### config.mk
export PLATFORM = sky130hd
export DESIGN_NAME = dslot_redirect
export DESIGN_NICKNAME = d
export VERILOG_FILES = /design/src/rtl/dslot_pkg.sv /design/src/rtl/dslot_tgt_calc.sv /design/src/rtl/dslot_lane_merge.sv /design/src/rtl/dslot_delay_line.sv /design/src/rtl/dslot_redirect.sv
export SDC_FILE = /design/constraint.sdc
export NUM_CORES = 1
export LEC_CHECK = 0
export BUFFER_PORTS_ARGS = -buffer_cell sky130_fd_sc_hd__buf_2
export CORE_UTILIZATION = 48
export CTS_CLUSTER_DIAMETER = 50
export CTS_CLUSTER_SIZE = 12
export DETAILED_ROUTE_END_ITERATION = 7
export PLACE_DENSITY = 0.77
export SYNTH_ARGS = -nofsm -noshare
export SYNTH_HDL_FRONTEND = slang
export SYNTH_SLANG_ARGS = --single-unit
### constraint.sdc
create_clock -name clk -period 2.6 [get_ports clk]
set_clock_uncertainty 0.2 [all_clocks]
set_input_delay 0.13 -clock clk [delete_from_list [all_inputs] [get_ports clk]]
set_output_delay 0.13 -clock clk [all_outputs]
set_load 0.1 [all_outputs]
### src/rtl/dslot_pkg.sv
package dslot_pkg;
   timeunit 1ns;
   timeprecision 1ps;

   // destination source encoded in bit 0 of a slot's operand field
   typedef enum logic {
      TSRC_PCREL = 1'b0,
      TSRC_REG   = 1'b1
   } tsrc_e;

   localparam int unsigned DEF_ADDR_W     = 32;
   localparam int unsigned DEF_DISP_W     = 21;
   localparam int unsigned DEF_WORD_BYTES = 4;
   localparam int unsigned DEF_PKT_WORDS  = 8;
   localparam int unsigned DEF_DELAY      = 5;
   localparam int unsigned DEF_LANES      = 2;
endpackage

### src/rtl/dslot_tgt_calc.sv
module dslot_tgt_calc
   import dslot_pkg::*;
#(
   parameter int unsigned ADDR_W     = DEF_ADDR_W,
   parameter int unsigned DISP_W     = DEF_DISP_W,
   parameter int unsigned WORD_BYTES = DEF_WORD_BYTES,
   parameter int unsigned PKT_WORDS  = DEF_PKT_WORDS,
   parameter bit          PKT_REL    = 1'b1,
   localparam int unsigned OP_W      = DISP_W + 1
) (
   input  logic [OP_W-1:0]   op_i,
   input  logic [ADDR_W-1:0] pc_i,
   input  logic [ADDR_W-1:0] reg_i,
   output logic [ADDR_W-1:0] tgt_o
);
   localparam int unsigned WORD_SH = $clog2(WORD_BYTES);
   localparam int unsigned PKT_SH  = $clog2(PKT_WORDS * WORD_BYTES);
   localparam logic [ADDR_W-1:0] WORD_MASK = ~((ADDR_W'(1) << WORD_SH) - ADDR_W'(1));
   localparam logic [ADDR_W-1:0] PKT_MASK  = ~((ADDR_W'(1) << PKT_SH) - ADDR_W'(1));

   tsrc_e               src;
   logic [DISP_W-1:0]   disp;
   logic [ADDR_W-1:0]   disp_ext;
   logic [ADDR_W-1:0]   byte_off;
   logic [ADDR_W-1:0]   base;
   logic [ADDR_W-1:0]   rel_tgt;
   logic [ADDR_W-1:0]   reg_tgt;

   assign src      = tsrc_e'(op_i[0]);
   assign disp     = op_i[OP_W-1:1];
   assign disp_ext = {{(ADDR_W-DISP_W){disp[DISP_W-1]}}, disp};
   assign byte_off = disp_ext << WORD_SH;

   // base variant: start of the fetch packet, or the branch's own address
   generate
      if (PKT_REL) begin : g_pkt_base
         assign base = pc_i & PKT_MASK;
      end else begin : g_own_base
         assign base = pc_i;
      end
   endgenerate

   assign rel_tgt = base + byte_off;
   assign reg_tgt = reg_i & WORD_MASK;

   always_comb begin
      unique case (src)
         TSRC_PCREL: tgt_o = rel_tgt;
         TSRC_REG:   tgt_o = reg_tgt;
         default:    tgt_o = '0;
      endcase
   end
endmodule

### src/rtl/dslot_lane_merge.sv
module dslot_lane_merge #(
   parameter int unsigned LANES  = 2,
   parameter int unsigned ADDR_W = 32
) (
   input  logic [LANES-1:0]  fire_i,
   input  logic [ADDR_W-1:0] tgt_i [LANES],
   output logic              any_o,
   output logic              multi_o,
   output logic [ADDR_W-1:0] tgt_o
);
   // later slot in issue order overrides earlier ones
   always_comb begin
      any_o   = 1'b0;
      multi_o = 1'b0;
      tgt_o   = '0;
      for (int l = 0; l < LANES; l++) begin
         if (fire_i[l]) begin
            multi_o = multi_o | any_o;
            any_o   = 1'b1;
            tgt_o   = tgt_i[l];
         end
      end
   end
endmodule

### src/rtl/dslot_delay_line.sv
module dslot_delay_line #(
   parameter int unsigned DELAY  = 5,
   parameter int unsigned ADDR_W = 32
) (
   input  logic              clk,
   input  logic              rst,
   input  logic              vld_i,
   input  logic              col_i,
   input  logic [ADDR_W-1:0] tgt_i,
   output logic              vld_o,
   output logic              col_o,
   output logic [ADDR_W-1:0] tgt_o
);
   typedef struct packed {
      logic              vld;
      logic              col;
      logic [ADDR_W-1:0] tgt;
   } slot_t;

   slot_t entry;
   slot_t pipe [DELAY];

   // empty slots carry a zero target so the output is quiet between redirects
   assign entry.vld = vld_i;
   assign entry.col = vld_i & col_i;
   assign entry.tgt = vld_i ? tgt_i : '0;

   generate
      for (genvar k = 0; k < DELAY; k++) begin : g_stage
         if (k == 0) begin : g_head
            always_ff @(posedge clk) begin
               if (rst) pipe[k] <= '0;
               else     pipe[k] <= entry;
            end
         end else begin : g_body
            always_ff @(posedge clk) begin
               if (rst) pipe[k] <= '0;
               else     pipe[k] <= pipe[k-1];
            end
         end
      end
   endgenerate

   assign vld_o = pipe[DELAY-1].vld;
   assign col_o = pipe[DELAY-1].col;
   assign tgt_o = pipe[DELAY-1].tgt;
endmodule

### src/rtl/dslot_redirect.sv
module dslot_redirect
   import dslot_pkg::*;
#(
   parameter int unsigned LANES      = DEF_LANES,
   parameter int unsigned ADDR_W     = DEF_ADDR_W,
   parameter int unsigned DISP_W     = DEF_DISP_W,
   parameter int unsigned WORD_BYTES = DEF_WORD_BYTES,
   parameter int unsigned PKT_WORDS  = DEF_PKT_WORDS,
   parameter int unsigned DELAY      = DEF_DELAY,
   parameter bit          PKT_REL    = 1'b1,
   localparam int unsigned OP_W      = DISP_W + 1
) (
   input  logic                    clk,
   input  logic                    rst,
   input  logic [LANES-1:0]        br_issue_i,
   input  logic [LANES-1:0]        br_pred_i,
   input  logic [LANES*OP_W-1:0]   br_op_i,
   input  logic [LANES*ADDR_W-1:0] br_pc_i,
   input  logic [LANES*ADDR_W-1:0] br_reg_i,
   output logic                    redirect_o,
   output logic [ADDR_W-1:0]       redirect_tgt_o,
   output logic                    collide_o
);
   localparam int unsigned WORD_SH = $clog2(WORD_BYTES);

   // elaboration-time parameter checks
   generate
      if (LANES < 1) begin : g_bad_lanes
         $error("dslot_redirect: LANES must be at least 1");
      end
      if (DELAY < 1) begin : g_bad_delay
         $error("dslot_redirect: DELAY must be at least 1");
      end
      if (DISP_W + WORD_SH >= ADDR_W) begin : g_bad_disp
         $error("dslot_redirect: displacement too wide for the address");
      end
      if ((WORD_BYTES & (WORD_BYTES - 1)) != 0) begin : g_bad_word
         $error("dslot_redirect: WORD_BYTES must be a power of two");
      end
      if ((PKT_WORDS & (PKT_WORDS - 1)) != 0) begin : g_bad_pkt
         $error("dslot_redirect: PKT_WORDS must be a power of two");
      end
   endgenerate

   logic [LANES-1:0]  fire;
   logic [ADDR_W-1:0] lane_tgt [LANES];
   logic              m_any;
   logic              m_multi;
   logic [ADDR_W-1:0] m_tgt;

   assign fire = br_issue_i & br_pred_i;

   generate
      for (genvar l = 0; l < LANES; l++) begin : g_lane
         dslot_tgt_calc #(
            .ADDR_W    (ADDR_W),
            .DISP_W    (DISP_W),
            .WORD_BYTES(WORD_BYTES),
            .PKT_WORDS (PKT_WORDS),
            .PKT_REL   (PKT_REL)
         ) u_calc (
            .op_i (br_op_i [l*OP_W   +: OP_W]),
            .pc_i (br_pc_i [l*ADDR_W +: ADDR_W]),
            .reg_i(br_reg_i[l*ADDR_W +: ADDR_W]),
            .tgt_o(lane_tgt[l])
         );
      end
   endgenerate

   dslot_lane_merge #(
      .LANES (LANES),
      .ADDR_W(ADDR_W)
   ) u_merge (
      .fire_i (fire),
      .tgt_i  (lane_tgt),
      .any_o  (m_any),
      .multi_o(m_multi),
      .tgt_o  (m_tgt)
   );

   dslot_delay_line #(
      .DELAY (DELAY),
      .ADDR_W(ADDR_W)
   ) u_line (
      .clk  (clk),
      .rst  (rst),
      .vld_i(m_any),
      .col_i(m_multi),
      .tgt_i(m_tgt),
      .vld_o(redirect_o),
      .col_o(collide_o),
      .tgt_o(redirect_tgt_o)
   );
endmodule

### Word-level counts from Yosys, hierarchy flattened

Memory sizes are Yosys's and may differ from the RTL's.
Index checks and enable logic that the tools add are counted.

* register bits after elaboration: 0
* memory bits (writable): 170
* input bits: 178
* output and inout port bits: 34
* word-level logic and storage cells: 28
* memories: 1

Memory list
* u_line.pipe: depth 5, bits a word 34, read ports 5, clocked after Yosys merged registers in 0, wr ports 5, line dslot_delay_line.sv:21 `slot_t pipe [DELAY];`

* $add $sub $neg: 2
* muxes and demuxes: 16
* bitwise logic cells: 9

Operators by type and width (count)
* 2-to-1 mux 34 bit: 5
* case mux 32 bit (2 select lines): 2
* 2-to-1 mux 32 bit: 3
* adder 32 bit: 2
* 2-to-1 mux 1 bit: 6
* bitwise OR 1 bit: 5
* bitwise AND 2 bit: 1
* NOT 1 bit: 2
* bitwise AND 1 bit: 1

### Depth between registers and ports, before layout

Gate-level depths: netlist (run 1).

* depth after elaboration: 6
* depth in mapped cells: 11
* gate-level depth less buffers: 11

### Cells and area by module

A second synthesis (run 1) with hierarchy kept.

* cell total of the unflattened synthesis: 989
* area, all modules: 8997.4 sq um

By module, submodules not included
* dslot_delay_line: instances 1, cells an instance 361, area an instance 4644.5 sq um, seq. area each 3403.3 sq um
* dslot_tgt_calc (g_lane[1].u_calc): instances 1, cells an instance 307, area an instance 2140.8 sq um, seq. area each 0.0 sq um
* dslot_tgt_calc (g_lane[0].u_calc): instances 1, cells an instance 273, area an instance 1825.5 sq um, seq. area each 0.0 sq um
* dslot_lane_merge: instances 1, cells an instance 46, area an instance 374.1 sq um, seq. area each 0.0 sq um
* dslot_redirect: instances 1, cells an instance 2, area an instance 12.5 sq um, seq. area each 0.0 sq um

### Worst setup path after synthesis (run 1)

OpenSTA, ideal clock, no wires.

* kind: input to register
* start point: input port br_op_i[4]
* end point: memory u_line.pipe[0][31] in the netlist's numbering
* setup time: 122 ps
* arrival time: 2193 ps
* data required time: 2278 ps
* path slack: 85 ps
* stages on the path: 11
* path buffers: 0
* path through: ha_1 > inv_1 > fa_1 > nor2b_4 > o31a_1 > o31ai_2 > a31oi_2 > a31o_1 > or3_1 > a32oi_1 > o21ai_1

RTL lines
* start, declared: line dslot_redirect.sv:17 `input logic [LANES*OP_W-1:0] br_op_i,`
* end, declared: line dslot_delay_line.sv:21

==> impl.org, run 1 <==
** Timing
- Measured against its own limit, the worst slew margin works out to between 40% and 50%.
- Final number of setup-violating endpoints :: 0
- For the finished layout, the period the worst path requires is about 2.5 ns.
- Number of pins with negative max-slew slack in the final report :: 0
- Transition at the pin with the smallest max-transition slack :: 0.792 ns
- Hold Violations, Final :: 1
- Ratio of final minimum period to clock period :: 97.2%
- F_max :: around 400 MHz
- Worst hold slack :: -0.0564 ns

** Die
- Once the floorplan was initialized, standard cells occupied 49.1% of the core.
- In this run the vertical extent of the chip is about 130 microns.
- Die W :: about 130 microns
- Row generation in the floorplan step produced 46 rows.
- Area inside the core boundary :: about 16,000 sq um
- Die area :: between 15,000 and 20,000 sq um
- Boundary pin count :: 212

** Global routing
- Largest net degree at the start of global routing :: roughly 90
- Congestion Overflow GR :: 0
- Global routing used 26.3% of the available tracks across all layers.
- The via count of the first global-routing pass came to ~7,000.
- Antenna violations before repair :: 2
- Wire length of the first global-routing pass :: around 34,000 microns

** Clock tree
- TritonCTS clock tree :: done
- The clock reaches the later pin of the worst-skew pair after between 0.4 and 0.5 ns.
- CTS Root Cell :: clkbuf_16
- The H-tree was split into 4 levels.
- Clock-pin slew was measured on the worst setup and hold paths at around 0.06 ns.
- Buffer depth of the longest clock path :: 2
- TritonCTS created 17 clock buffers.
- The tree built by TritonCTS fans out to 160 sinks.

** Placed design
- Total cell area at the placement stage :: roughly 9400 sq um
- Number of buffers added on ports :: 195
- Once detailed placement completed, the half-perimeter wirelength came to 15,600 microns.
- Placed insts :: ~1,300
- Weighted congestion reported at the end of routability-driven placement :: slightly above 0.9

** Critical path
- Crit path max fanout :: 3
- Data arrives at the worst endpoint at roughly 2.7 ns.
- The critical path contains buffers and inverters numbering 4 combined.
- Class of the most critical setup path :: in -> reg
- Biggest cell delay along the critical path :: ~0.56 ns
- Traced cell by cell, the critical path runs through buf_2 > ha_1 > inv_1 > fa_2 > nor2b_4 > o31a_1 > o21a_1 > o21a_1 > buf_4 > o31ai_2 > nand2_1 > a21oi_1 > dlygate4sd3_1.
- The number of cells on the worst reg-to-reg path is 1.
- FF-to-FF End :: u_line.pipe[1][12]$_SDFF_PP0_
- The largest individual stage delay along the critical path comes from the cell dlygate4sd3_1.
- Worst path most repeated cell :: o21a_1
- On the critical path the largest part of the delay comes from compound AO/OA/AOI/OAI gates.
- The startpoint identified for the worst register-to-register timing path is u_line.pipe[0][12]$_SDFF_PP0_.
- Worst Setup Start Kind :: input pin
- STA puts the critical path data required time at approximately 2.8 ns.
- Sort of element at the end of the critical path :: register
- Minimum setup slack among reg-to-reg paths :: ~1.8 ns

** Finish
- From synthesis to final layout, the design area changed by 38.6%.
- Number of flip-flops under the largest register name :: between 150 and 200
- Number of nets in the final layout :: roughly 1,400
- Largest registers :: u_line.pipe (160)
- The library cell used most frequently in the layout, excluding fill and tap cells, is buf_2.
- Cells with a size suffix above 1 make up approximately 28% of the layout.
- Measured on the finished design, the core utilization comes to between 60% and 70%.
- In the layout the commonest cells are buf_2 (194), dfxtp_1 (160), nor2b_1 (133).
- Post-route cell area :: roughly 11,000 sq um
- Final standard cell count with taps included and fillers excluded :: 1,398
- Register with the most flip-flops :: u_line.pipe

** Pwr
- Total power :: approximately 6.4 mW
- For this design the ratio of total power to cell area is between 500 and 600 nW/um^2.
- Leakage power :: roughly 5 nW
- IR analysis of the VDD net gives a maximum drop of around 0.45 mV.

** Synthesis
- The number of different library cells used by synthesis comes to 72.
- Synthesis produced 854 cells.
- Post-synthesis sequential area ratio :: around two fifths
- For this run, asynchronously set or reset flops after synthesis account for 0%.
- Area of the mapped netlist :: slightly below 8000 sq um
- Counting flops with a built-in enable in the synthesized netlist gives 0.
- The most used flip-flop cell after synthesis is dfxtp_1.
- In this run, synthesis produced a sequential element count of 160.
- A synthesized cell averages 9.09 sq um.
- Yosys warnings :: 0

** Detailed routing
- The final layout contains routed wiring with a total length of 21,700 microns.
- After detailed routing, the number of remaining DRC violations is 0.
- After detailed routing, the number of vias per cell comes to approximately 5.2.
- Antenna Nets Post-Route :: 0
- Detailed-route via count :: approximately 7,300
- Length of the first detailed-routing pass in iterations :: 6
- Wire length per cell :: 15.5 microns
- Initial DRC Count :: 560

** Worst hold path
- The worst hold path was traced through 5 stages.
- The startpoint identified for the worst hold timing path is br_reg_i[47].
- The tightest min-delay check is of the in -> reg type.
- Worst hold endpoint :: u_line.pipe[0][15]$_SDFF_PP0_

** Run status
- Outcome :: finished with violations
- Violated checks :: hold timing

** Run
- Max-capacitance violation count :: 0
how the worst max path moves through the flow:
stage	startpoint	to	slack, ns	cells after the start
after floorplan	br_op_i[4]	u_line.pipe[0][31]$_SDFF_PP0_	0.08	11
after global placement	br_op_i[4]	u_line.pipe[0][23]$_SDFF_PP0_	-0.16	14
after detailed placement	br_op_i[4]	u_line.pipe[0][31]$_SDFF_PP0_	-0.24	12
after CTS	br_op_i[36]	u_line.pipe[0][20]$_SDFF_PP0_	0.03	12
after global routing	br_pc_i[16]	u_line.pipe[0][20]$_SDFF_PP0_	-0.02	14
final	br_op_i[4]	u_line.pipe[0][11]$_SDFF_PP0_	0.07	13
routing by layer:
metal	routed length, microns	track usage, %
met1	9550	33.0
met2	10100	44.0
met3	1270	5.16
met4	845	11.5
met5	0	0
power by group:
group / leakage, nW / internal (mW) / switching [mW] / total [mW]
logic: 3.30 / 0.669 / 0.722 / 1.39
registers: 1.29 / 2.49 / 0.00855 / 2.50
clock network: 0.296 / 1.45 / 1.01 / 2.46
cells in the mapped netlist, types with 3 or more instances:
master       n  share of area [%]
dfxtp_1    160                 41
nor2b_1    133                 11
ha_1        52                8.4
nand2_1     52                2.5
nor2_1      51                2.5
a21oi_1     50                3.2
o21ai_0     38                2.4
clkbuf_1    32                1.5
xnor2_1     25                2.8
a21o_1      21                2.0
inv_1       19               0.92
nand3_1     14               0.90
xor2_1      14                1.6
mux2i_1     13                1.7
nor3_1      13               0.84
o21a_1      13                1.3
a22oi_1     10               0.97
nand4_1      9               0.73
o211ai_1     9               0.87
o22ai_1      8               0.64
or3_1        8               0.64
o31ai_1      7               0.68
and3_1       6               0.48
a211oi_1     5               0.48
buf_1        5               0.24
nand2b_1     5               0.40
o21bai_1     5               0.48
o22a_1       5               0.56
a31oi_1      4               0.32
a32oi_1      4               0.45
o2111ai_1    4               0.45
o21ai_1      4               0.26
a221oi_1     3               0.34
o31a_1       3               0.34
through the flow:
| stage | setup TNS (ns) | worst slack (ns) |
|---|---|---|
| 3_3_place_gp | -0.755 | -0.158 |
| 6_report | 0 | 0.0717 |
| 4_1_cts | 0 | 0.0332 |
| 5_1_grt | -0.0403 | -0.0183 |
| 3_5_place_dp | -1.12 | -0.236 |
| 2_1_floorplan | 0 | 0.0850 |
what timing repair did:
action                     4_1_cts  5_1_grt
setup buffers                    0        2
hold endpoints to repair        32        1
setup endpoints to repair        0        9
gates resized for setup          0       19
hold buffers                    66        1
cells by family after synthesis:
group	after synthesis	synth area share, %
xor gates and xnor gates	39	4.40
other	1	0.0483
muxes	15	1.97
and+or+nand+nor	304	21.0
DFF	160	41.3
AOI/OAI and AO/OA	220	19.4
buffers and inverters	61	3.09
adders and majority gates	54	8.89
cell type report:
class,instances,area (sq um)
Multi-Input combinational cell,634,4410
Fill cell,1266,5060
Inverter,19,71.3
Clock inverter,15,175
Timing Repair Buffer,335,2200
Clock buffer,17,425
Antenna cell,2,5.00
Tap cell,216,270
Sequential cell,160,3200
Note: power is estimated with default switching activity, not from simulation.
==> run 2, diff against run 1 <==
--- a/config.mk
+++ b/config.mk
@@ -6,11 +6,12 @@
 export NUM_CORES = 1
 export LEC_CHECK = 0
 export BUFFER_PORTS_ARGS = -buffer_cell sky130_fd_sc_hd__buf_2
-export CORE_UTILIZATION = 48
+export CORE_UTILIZATION = 49
 export CTS_CLUSTER_DIAMETER = 50
 export CTS_CLUSTER_SIZE = 12
 export DETAILED_ROUTE_END_ITERATION = 7
 export PLACE_DENSITY = 0.77
 export SYNTH_ARGS = -nofsm -noshare
 export SYNTH_HDL_FRONTEND = slang
+export SYNTH_HIERARCHICAL = 1
 export SYNTH_SLANG_ARGS = --single-unit
==> impl.org, run 2 <==
** Timing
- For the pin with the worst max-slew slack, the measured transition is between 0.8 and 0.9 ns.
- Setup repair after global routing left no endpoint under its margin.
- Subtracting the final worst setup slack from the clock period gives ~2.4 ns.
- The final-report hold violation count was 0.
- The tightest hold path in the finished design has a slack of between 0.015 and 0.02 ns.
- The final-report max-slew violation count was 0.
- Ratio of final minimum period to clock period :: around 93%
- Setup violations remaining at the end of the flow were counted as 0.
- Normalized max-slew margin :: between 40% and 50%
- F_max :: approximately 410 MHz

** Finish
- Registers take 3400 sq um.
- Leaving out fill and tap cells, the most frequent cell in the layout is buf_2.
- Most frequent cells in the layout :: buf_2 (196), dfxtp_1 (170), nor2b_1 (140)
- Cells with a size suffix above 1 make up between 30% and 40% of the layout.
- Largest registers :: u_line/pipe (170)
- Measured on the finished design, the core utilization comes to between 60% and 70%.
- Post-route cell area :: 11,600 sq um
- At the end of the flow, the number of nets in the layout was 1,509.
- Register with the most flip-flops :: u_line/pipe
- Inserted Diodes :: 0
- Number of flip-flops under the largest register name :: 170
- Summing all multi-input logic gate instances after layout gives 5140 sq um.
- Relative to the synthesized area, the layout overhead comes to 28.6%.
- Number of filler instances in the final layout :: around 1,500
- The count of cells in the finished layout, fillers not included, comes to 1,519.

** Detailed routing
- The final layout contains routed wiring with a total length of between 20,000 and 25,000 microns.
- Dividing the detail-routed wire length by the instance count gives about 15 microns.
- Length of the first detailed-routing pass in iterations :: 5
- Using the TritonRoute via totals, the vias-per-cell ratio works out to 5.23.
- The count of nets left with antenna violations once routing finished came out at 0.
- After detailed routing, the number of remaining DRC violations is 0.
- Initial DRC Count :: between 300 and 400
- For this block, the via count after detailed routing is a little under 8,000.

** Critical path
- FF-to-FF End :: u_line/pipe[1][29]$_SDFF_PP0_
- STA classifies the critical path startpoint as an input pin.
- Startpoint of the lowest-slack register-to-register path :: u_line/pipe[0][29]$_SDFF_PP0_
- STA puts the critical path data arrival time at roughly 2.5 ns.
- Class of the most critical setup path :: in -> reg
- The worst register-to-register path has a setup slack of 1.80 ns.
- Worst reg2reg path depth :: 1
- Crit path max fanout :: 5
- Sort of element at the end of the critical path :: register
- At the worst endpoint, the required time is between 2 and 3 ns.

** Clock tree
- TritonCTS built the clock tree.
- The longest clock path from root to sink contains 2 buffers.
- Clock latency on the worst-skew pair, taken at its later pin, is a little over 0.4 ns.
- The clock drives between 150 and 200 sinks.
- CTS Root Cell :: clkbuf_16
- Total number of H-tree levels :: 4
- Buffers inserted by post-CTS timing repair :: 0
- CTS buffer count :: 17
- Clock input transition at the sequential cells of the worst setup and hold paths :: approximately 0.060 ns

** Die
- Height of the die :: 138 microns
- Initial Utilization :: about half
- Die area :: roughly 19,000 sq um
- In this run the standard cell core region covers ~18,000 sq um.
- ~210 I/O pins were placed.
- Die W :: 138 microns
- Floorplan row count :: about 50

** Global routing
- Number of global-route vias before repair :: 7,550
- Total global routing track utilization :: 25.1%
- Largest net degree at the start of global routing :: 67
- Global routing finished with a remaining overflow of 0.
- Antenna violations before repair :: 0
- Wire length of the first global-routing pass :: between 30,000 and 40,000 microns

** Placed design
- Number of buffers added on ports :: about 200
- Counting tap cells, the placed design contains a total of about 1,500 instances.
- Weighted congestion reported at the end of routability-driven placement :: about 0.95
- Total cell area at the placement stage :: ~11,000 sq um
- Detailed placement ended at an HPWL of ~18,000 microns.

** Synthesis
- Most used standard cell by instance count after synthesis :: dfxtp_1
- Post-synthesis sequential area ratio :: 37.8%
- Post-synth EDFFs :: 0
- In the synthesized netlist the dominant register cell turns out to be dfxtp_1.
- Area fraction in compound gates after synthesis :: 20.6%
- Top cell type's share of synthesized area :: a little under two fifths
- By area the synthesized netlist is led by dfxtp_1 (38%), nor2b_1 (9.7%), ha_1 (7.2%).
- Dominant combinational cell family by area after synthesis :: simple AND/OR/NAND/NOR gates
- For this run, the number of Yosys warnings is 6.
- Mean post-synth cell area :: about 9.1 sq um
- Counting flops with an async set or reset pin after synthesis yields a share of 0%.
- In this run the cell area of the synthesized design comes to 9000 sq um.
- Most used standard cells in the synthesized netlist :: dfxtp_1 (170), nor2b_1 (140), nand2_1 (84)
- After synthesis, the share of cell area in mux cells is between 1.5 and 2%.
- Summing the areas of all and, or, nand and nor instances in the mapped netlist gives between 20% and 30% of the synthesized area.
- Most area-hungry cell type in the Yosys netlist :: dfxtp_1
- Number of unique standard cell types used by synthesis :: 87
- Area share of fa/ha/maj cells after synthesis :: roughly 7.7%
- Synthesized flop and latch total :: 170
- Post-Synth XOR/XNOR Area :: 2.82%
- Cell count after synthesis :: 989

** Run
- Max-capacitance violation count :: 0

** Worst hold path
- The path class of the tightest hold or removal check is in -> reg.
- The worst hold path passes through 2 cells.
- For hold timing, the worst endpoint is u_line/pipe[4][19]$_SDFF_PP0_.
- The startpoint identified for the worst hold timing path is rst.

** Pwr
- PD cells :: between 500 and 600 nW/um^2
- IR analysis of the VDD net gives a maximum drop of between 0.7 and 0.8 mV.
- The design draws 6.91 mW.
- Leakage power :: ~5.5 nW

** Run status
- Outcome :: finished, final reports clean
[run 2: cell types whose count changed in the layout (fill, tap and decap cells not counted), moves of 11 or more]
| cell | before | now |
|---|---|---|
| mux2i_1 | 13 | 2 |
| dlygate4sd3_1 | 65 | 2 |
| o21ai_1 | 5 | 24 |
| nand2_1 | 50 | 84 |
| and3b_1 | 1 | 34 |
| buf_4 | 75 | 123 |
| nor2_1 | 51 | 34 |
| xnor2_1 | 25 | 14 |
| inv_1 | 17 | 30 |
| a22o_1 | 1 | 30 |
[run 2: where the power goes]
group / total, mW / leakage (nW) / internal [mW] / switching (mW)
clock network: 2.73 / 0.310 / 1.74 / 0.988
logic: 1.53 / 3.80 / 0.727 / 0.808
registers: 2.65 / 1.37 / 2.64 / 0.00934
[run 2: what timing repair did]
| action | in CTS | in global routing |
|---|---|---|
| resized for setup | 0 | 2 |
| endpoints found under the setup margin | 0 | 2 |
| hold endpoints to repair | 2 | 0 |
| hold buffers | 2 | 0 |
[run 2: area by class of cell]
| class | instances | area share, % |
|---|---|---|
| multi-input cells | 734 | 44.4 |
| repair buffers | 323 | 17.0 |
| clock buffers | 19 | 3.83 |
| inverters | 31 | 1.01 |
| well taps | 229 | 2.48 |
| clock inverters | 13 | 1.87 |
| flip-flops and latches | 170 | 29.4 |
[run 2: worst max-delay path by stage]
stage	startpoint	end	slack, ns	cells after the start
6_report	br_pc_i[37]	u_line/pipe[0][29]$_SDFF_PP0_	0.18	14
5_1_grt	br_pc_i[37]	u_line/pipe[0][29]$_SDFF_PP0_	0.03	14
4_1_cts	br_pc_i[37]	u_line/pipe[0][25]$_SDFF_PP0_	0.16	12
3_5_place_dp	br_pc_i[37]	u_line/pipe[0][25]$_SDFF_PP0_	-0.29	12
3_3_place_gp	br_pc_i[37]	u_line/pipe[0][25]$_SDFF_PP0_	-0.25	12
2_1_floorplan	br_op_i[14]	u_line/pipe[0][29]$_SDFF_PP0_	0.06	12
[run 2: through the flow]
stage / setup slack (ns) / TNS [ns]
2_1_floorplan: 0.0594 / 0
3_3_place_gp: -0.246 / -2.18
3_5_place_dp: -0.286 / -2.94
4_1_cts: 0.162 / 0
5_1_grt: 0.0257 / 0
6_report: 0.177 / 0
[run 2: critical path, cell delays in order]
cell,delay (ns)
buf_2,0.09
ha_1,0.18
inv_1,0.07
fa_1,0.39
nand2b_1,0.21
a211oi_4,0.29
o311a_4,0.24
o21ai_4,0.09
o32ai_1,0.31
nor3_1,0.08
buf_4,0.14
nand2_1,0.06
o21ai_1,0.06
and3b_1,0.19
[run 2: cell families (layout without fill, tap and decap cells)]
logic type	count (synthesis)	in the layout
and+or+nand+nor	377	377
AOI/OAI and AO/OA	257	257
DFF	170	170
buffers and inverters	87	386
adders and majority gates	54	54
xor gates and xnor gates	29	29
muxes	13	13
other	2	4
[run 2: metal layers]
layer / up-vias / track usage, % / wire [microns]
met5: - / 0 / 0
met4: 0 / 9.40 / 660
met3: 39 / 4.45 / 1090
met2: 244 / 44.3 / 11500
met1: 3599 / 30.2 / 9950
li1: 4065 / - / -
==> run 3, diff against run 2 <==
--- a/config.mk
+++ b/config.mk
@@ -5,12 +5,13 @@
 export SDC_FILE = /design/constraint.sdc
 export NUM_CORES = 1
 export LEC_CHECK = 0
+export ABC_AREA = 1
 export BUFFER_PORTS_ARGS = -buffer_cell sky130_fd_sc_hd__buf_2
-export CORE_UTILIZATION = 49
-export CTS_CLUSTER_DIAMETER = 50
+export CORE_UTILIZATION = 51
+export CTS_CLUSTER_DIAMETER = 30
 export CTS_CLUSTER_SIZE = 12
 export DETAILED_ROUTE_END_ITERATION = 7
-export PLACE_DENSITY = 0.77
+export PLACE_DENSITY = 0.78
 export SYNTH_ARGS = -nofsm -noshare
 export SYNTH_HDL_FRONTEND = slang
 export SYNTH_HIERARCHICAL = 1
==> impl.org, run 3 <==
** Finish
- Number of flip-flops under the largest register name :: 170
- Multi-input combinational cell area :: around 5200 sq um
- The library cell used most frequently in the layout, excluding fill and tap cells, is nand2_1.
- Counting flops per register, the top entry is u_line/pipe.
- Number of filler instances in the final layout :: 1,907
- Share of layout cells above drive strength 1 :: between 15 and 20%
- Inserted Diodes :: 0
- At the end of the flow, the number of nets in the layout was around 2,100.
- Combined flip-flop and latch cell area :: between 3000 and 4000 sq um
- The largest registers in the layout are u_line/pipe (170).
- Most frequent cells in the layout :: nand2_1 (528), inv_1 (360), nor2_1 (224)
- The area growth from synthesis to layout is 16.9%.

** Critical path
- FF-to-FF End :: u_line/pipe[1][15]$_SDFF_PP0_
- CP required :: roughly 2.7 ns
- Minimum setup slack among reg-to-reg paths :: 1.83 ns
- Arrival time at the worst endpoint :: between 2 and 3 ns
- The startpoint identified for the worst register-to-register timing path is u_line/pipe[0][15]$_SDFF_PP0_.
- Of all nets on the critical path, the largest fanout is 5.
- Worst Setup Start Kind :: input pin
- Sort of element at the end of the critical path :: register
- Counting cells, the worst reg-to-reg path comes to 2.
- Class of the most critical setup path :: in -> reg

** Global routing
- The via count of the first global-routing pass was 9,075.
- For this run the aggregate overflow at the end of global routing stands at 0.
- Total global routing track utilization :: about a quarter
- Largest net degree at the start of global routing :: between 100 and 150
- Antenna violations before repair :: 0
- Wire length of the first global-routing pass :: between 40,000 and 50,000 microns

** Clock tree
- After clock tree synthesis, the clock-pin slew on the worst setup and hold paths is 0.06 ns.
- For this design, the sink count on the clock tree is 170.
- In this run, CTS created clock tree buffers numbering 17.
- Buffer depth of the longest clock path :: 2
- At the later pin of the worst-skew pair, clock insertion delay measures 0.41 ns.
- The clock tree synthesis step divided the H-tree into 4 levels.
- The cell sitting at the root of the clock tree is a clkbuf_16.
- TritonCTS clock tree :: done

** Pwr
- For this design the ratio of total power to cell area is 534 nW/um^2.
- The design draws 6.51 mW.
- Leakage power :: about 6.6 nW
- IR analysis of the VDD net gives a maximum drop of around 0.37 mV.

** Synthesis
- The most common cell in the synthesized netlist is nand2_1.
- In the post-synthesis netlist, the biggest area contributors are dfxtp_1 (33%), nand2_1 (19%), inv_1 (13%).
- Post-synthesis sequential area ratio :: between 30% and 40%
- Of all cell types, the one taking the most synthesized area is dfxtp_1.
- During synthesis, Yosys emitted a total of 6 warnings.
- Area of the mapped netlist :: ~10,000 sq um
- Sorting the synthesized cells by how often they occur yields nand2_1 (528), inv_1 (362), nor2_1 (224).
- Counting flops and latches in the post-synthesis netlist gives 170.
- Flip-flop cell with the highest count after synthesis :: dfxtp_1
- Post-synth EDFFs :: 0
- Synth async-reset ratio :: 0%
- Number of unique standard cell types used by synthesis :: 35
- The top cell type by area accounts for 32.6% of the synthesized area.
- Cell count after synthesis :: ~1,700
- Averaged over all synthesized cells, the footprint is between 6 and 7 sq um.

** Die
- Area inside the core boundary :: ~20,000 sq um
- Row generation in the floorplan step produced 51 rows.
- The die covers about 21,000 sq um.
- The floorplan step set the die height to 145 microns.
- 212 I/O pins were placed.
- Die W :: ~150 microns
- For this configuration, the core starts out at a cell density of a little over half.

** Detailed routing
- Detailed-route via count :: 9,761
- Initial DRC Count :: approximately 500
- The routed design has approximately 26,000 microns of wire.
- For this run, design rule violations remaining after detail routing come to 0.
- Antenna Nets Post-Route :: 0
- The first detailed-routing pass ran for 7 iterations.
- In the routed layout, each cell is associated on average with a via count of 4.57.
- In the final routed layout, each cell accounts on average for 12.3 microns.

** Placed design
- Number of buffers added on ports :: between 150 and 200
- Detailed placement ended at an HPWL of 20,800 microns.
- At the end of routability-driven placement, the weighted congestion stood at 0.934.

** Worst hold path
- Type of the tightest min-delay check :: in -> reg
- Cell depth of the worst min-delay path :: 7
- For hold timing, the worst endpoint is u_line/pipe[0][4]$_SDFF_PP0_.
- Hold Crit Start :: br_reg_i[36]

** Timing
- Time the worst path needs with I/O delays and setup :: between 2 and 2.5 ns
- Normalized max-slew margin :: roughly 58%
- Summed negative setup slack over all endpoints :: 0 ns
- Static timing analysis puts the maximum clock frequency at roughly 410 MHz.
- RSZ-0062 raised after global routing :: no
- The final-report max-slew violation count is 0.
- Transition at the pin with the smallest max-transition slack :: 0.624 ns
- Ratio of final minimum period to clock period :: between 90 and 100%
- Hold Violations, Final :: 0
- Setup violations remaining at the end of the flow were counted as 0.

** Run
- The tool flagged a number of max-cap violations equal to 0.

** Run status
- The run finished with clean final reports.
==> run 3: changes by cell type after synthesis, sizes merged, moves of 20 or more <==
cell    previous run  this run
a21o              22         2
a21oi             50        30
a22o              30         0
and3b             34         0
clkbuf            28         7
inv               30       369
nand2             84       546
nand3             15       127
nor2              35       241
nor2b            141         0
o21ai             61        18
==> run 3: worst max-delay path: stages <==
cell and delay, ns:
buf_2 0.08, ha_1 0.18, inv_1 0.07, fa_1 0.37, inv_2 0.10, nand3_1 0.09
nand3_2 0.11, nand2_1 0.07, nand2_2 0.13, nand2_1 0.06, nand2_1 0.07, or2_1 0.10
nand3_1 0.06, nand2_1 0.13, nand3_2 0.08, nand2_1 0.07, dlygate4sd3_1 0.54, inv_1 0.04
nor2_1 0.08
==> run 3: cell families (layout without fill, tap and decap cells) <==
family | Yosys count | in the layout | synth area share (%)
simple gates | 950 | 950 | 39.5
flops | 170 | 170 | 32.6
other cells | 2 | 4 | 0.0720
buf+inv | 414 | 628 | 17.7
xor+xnor | 9 | 9 | 0.756
fa+ha+maj | 54 | 54 | 6.62
compound gates | 55 | 55 | 2.81
==> run 3: where the power goes <==
group	leakage (nW)	internal, mW	switching (mW)
combinational	4.93	0.527	0.944
clock	0.276	1.42	0.969
sequential	1.37	2.64	0.00910
total	6.58	4.59	1.92
==> run 3: repair_timing <==
item	in CTS	in global routing
buffers inserted	0	0
hold buffers	22	0
gates resized for setup	0	4
setup endpoints to repair	0	1
hold endpoints to repair	50	0
==> run 3: how the worst max path moves through the flow <==
stage | start | to | cells past startpoint
3_3_place_gp | br_op_i[32] | u_line/pipe[0][20]$_SDFF_PP0_ | 14
5_1_grt | br_op_i[4] | u_line/pipe[0][17]$_SDFF_PP0_ | 19
2_1_floorplan | br_op_i[4] | u_line/pipe[0][21]$_SDFF_PP0_ | 18
3_5_place_dp | br_op_i[4] | u_line/pipe[0][21]$_SDFF_PP0_ | 19
6_report | br_op_i[4] | u_line/pipe[0][17]$_SDFF_PP0_ | 19
4_1_cts | br_op_i[4] | u_line/pipe[0][17]$_SDFF_PP0_ | 19
==> run 3: layout make-up <==
class / count / share of cell area, %
multi-input cells: 1072 / 42.7
flip-flops and latches: 170 / 27.9
inverters: 369 / 11.4
repair buffers: 227 / 10.5
clock buffers: 19 / 3.55
well taps: 265 / 2.72
clock inverters: 13 / 1.18
==> run 3: per-layer routing <==
metal  up-vias  wire [microns]  track usage, %  share of wire [%]
li1       5260               -               -                  -
met4         0             457            7.34                1.7
met3        28            1220            3.43                4.6
met5         -               0               0                  0
met1      4178           12300            33.6                 47
met2       295           12400            44.0                 47
==> run 3: metrics by stage <==
step           utilization [%]  cells  area, sq um  worst slack (ns)  hold slack [ns]
4_1_cts                   61.6   2135        12200             0.140          0.00188
2_1_floorplan                -   1656        10400             0.654            0.160
3_5_place_dp              57.5   2081        11400             0.198            0.192
3_3_place_gp              57.5   2081        11400             0.249            0.189
5_1_grt                   61.6   2135        12200            0.0160           0.0277
6_report                  61.6   2135        12200             0.180           0.0304
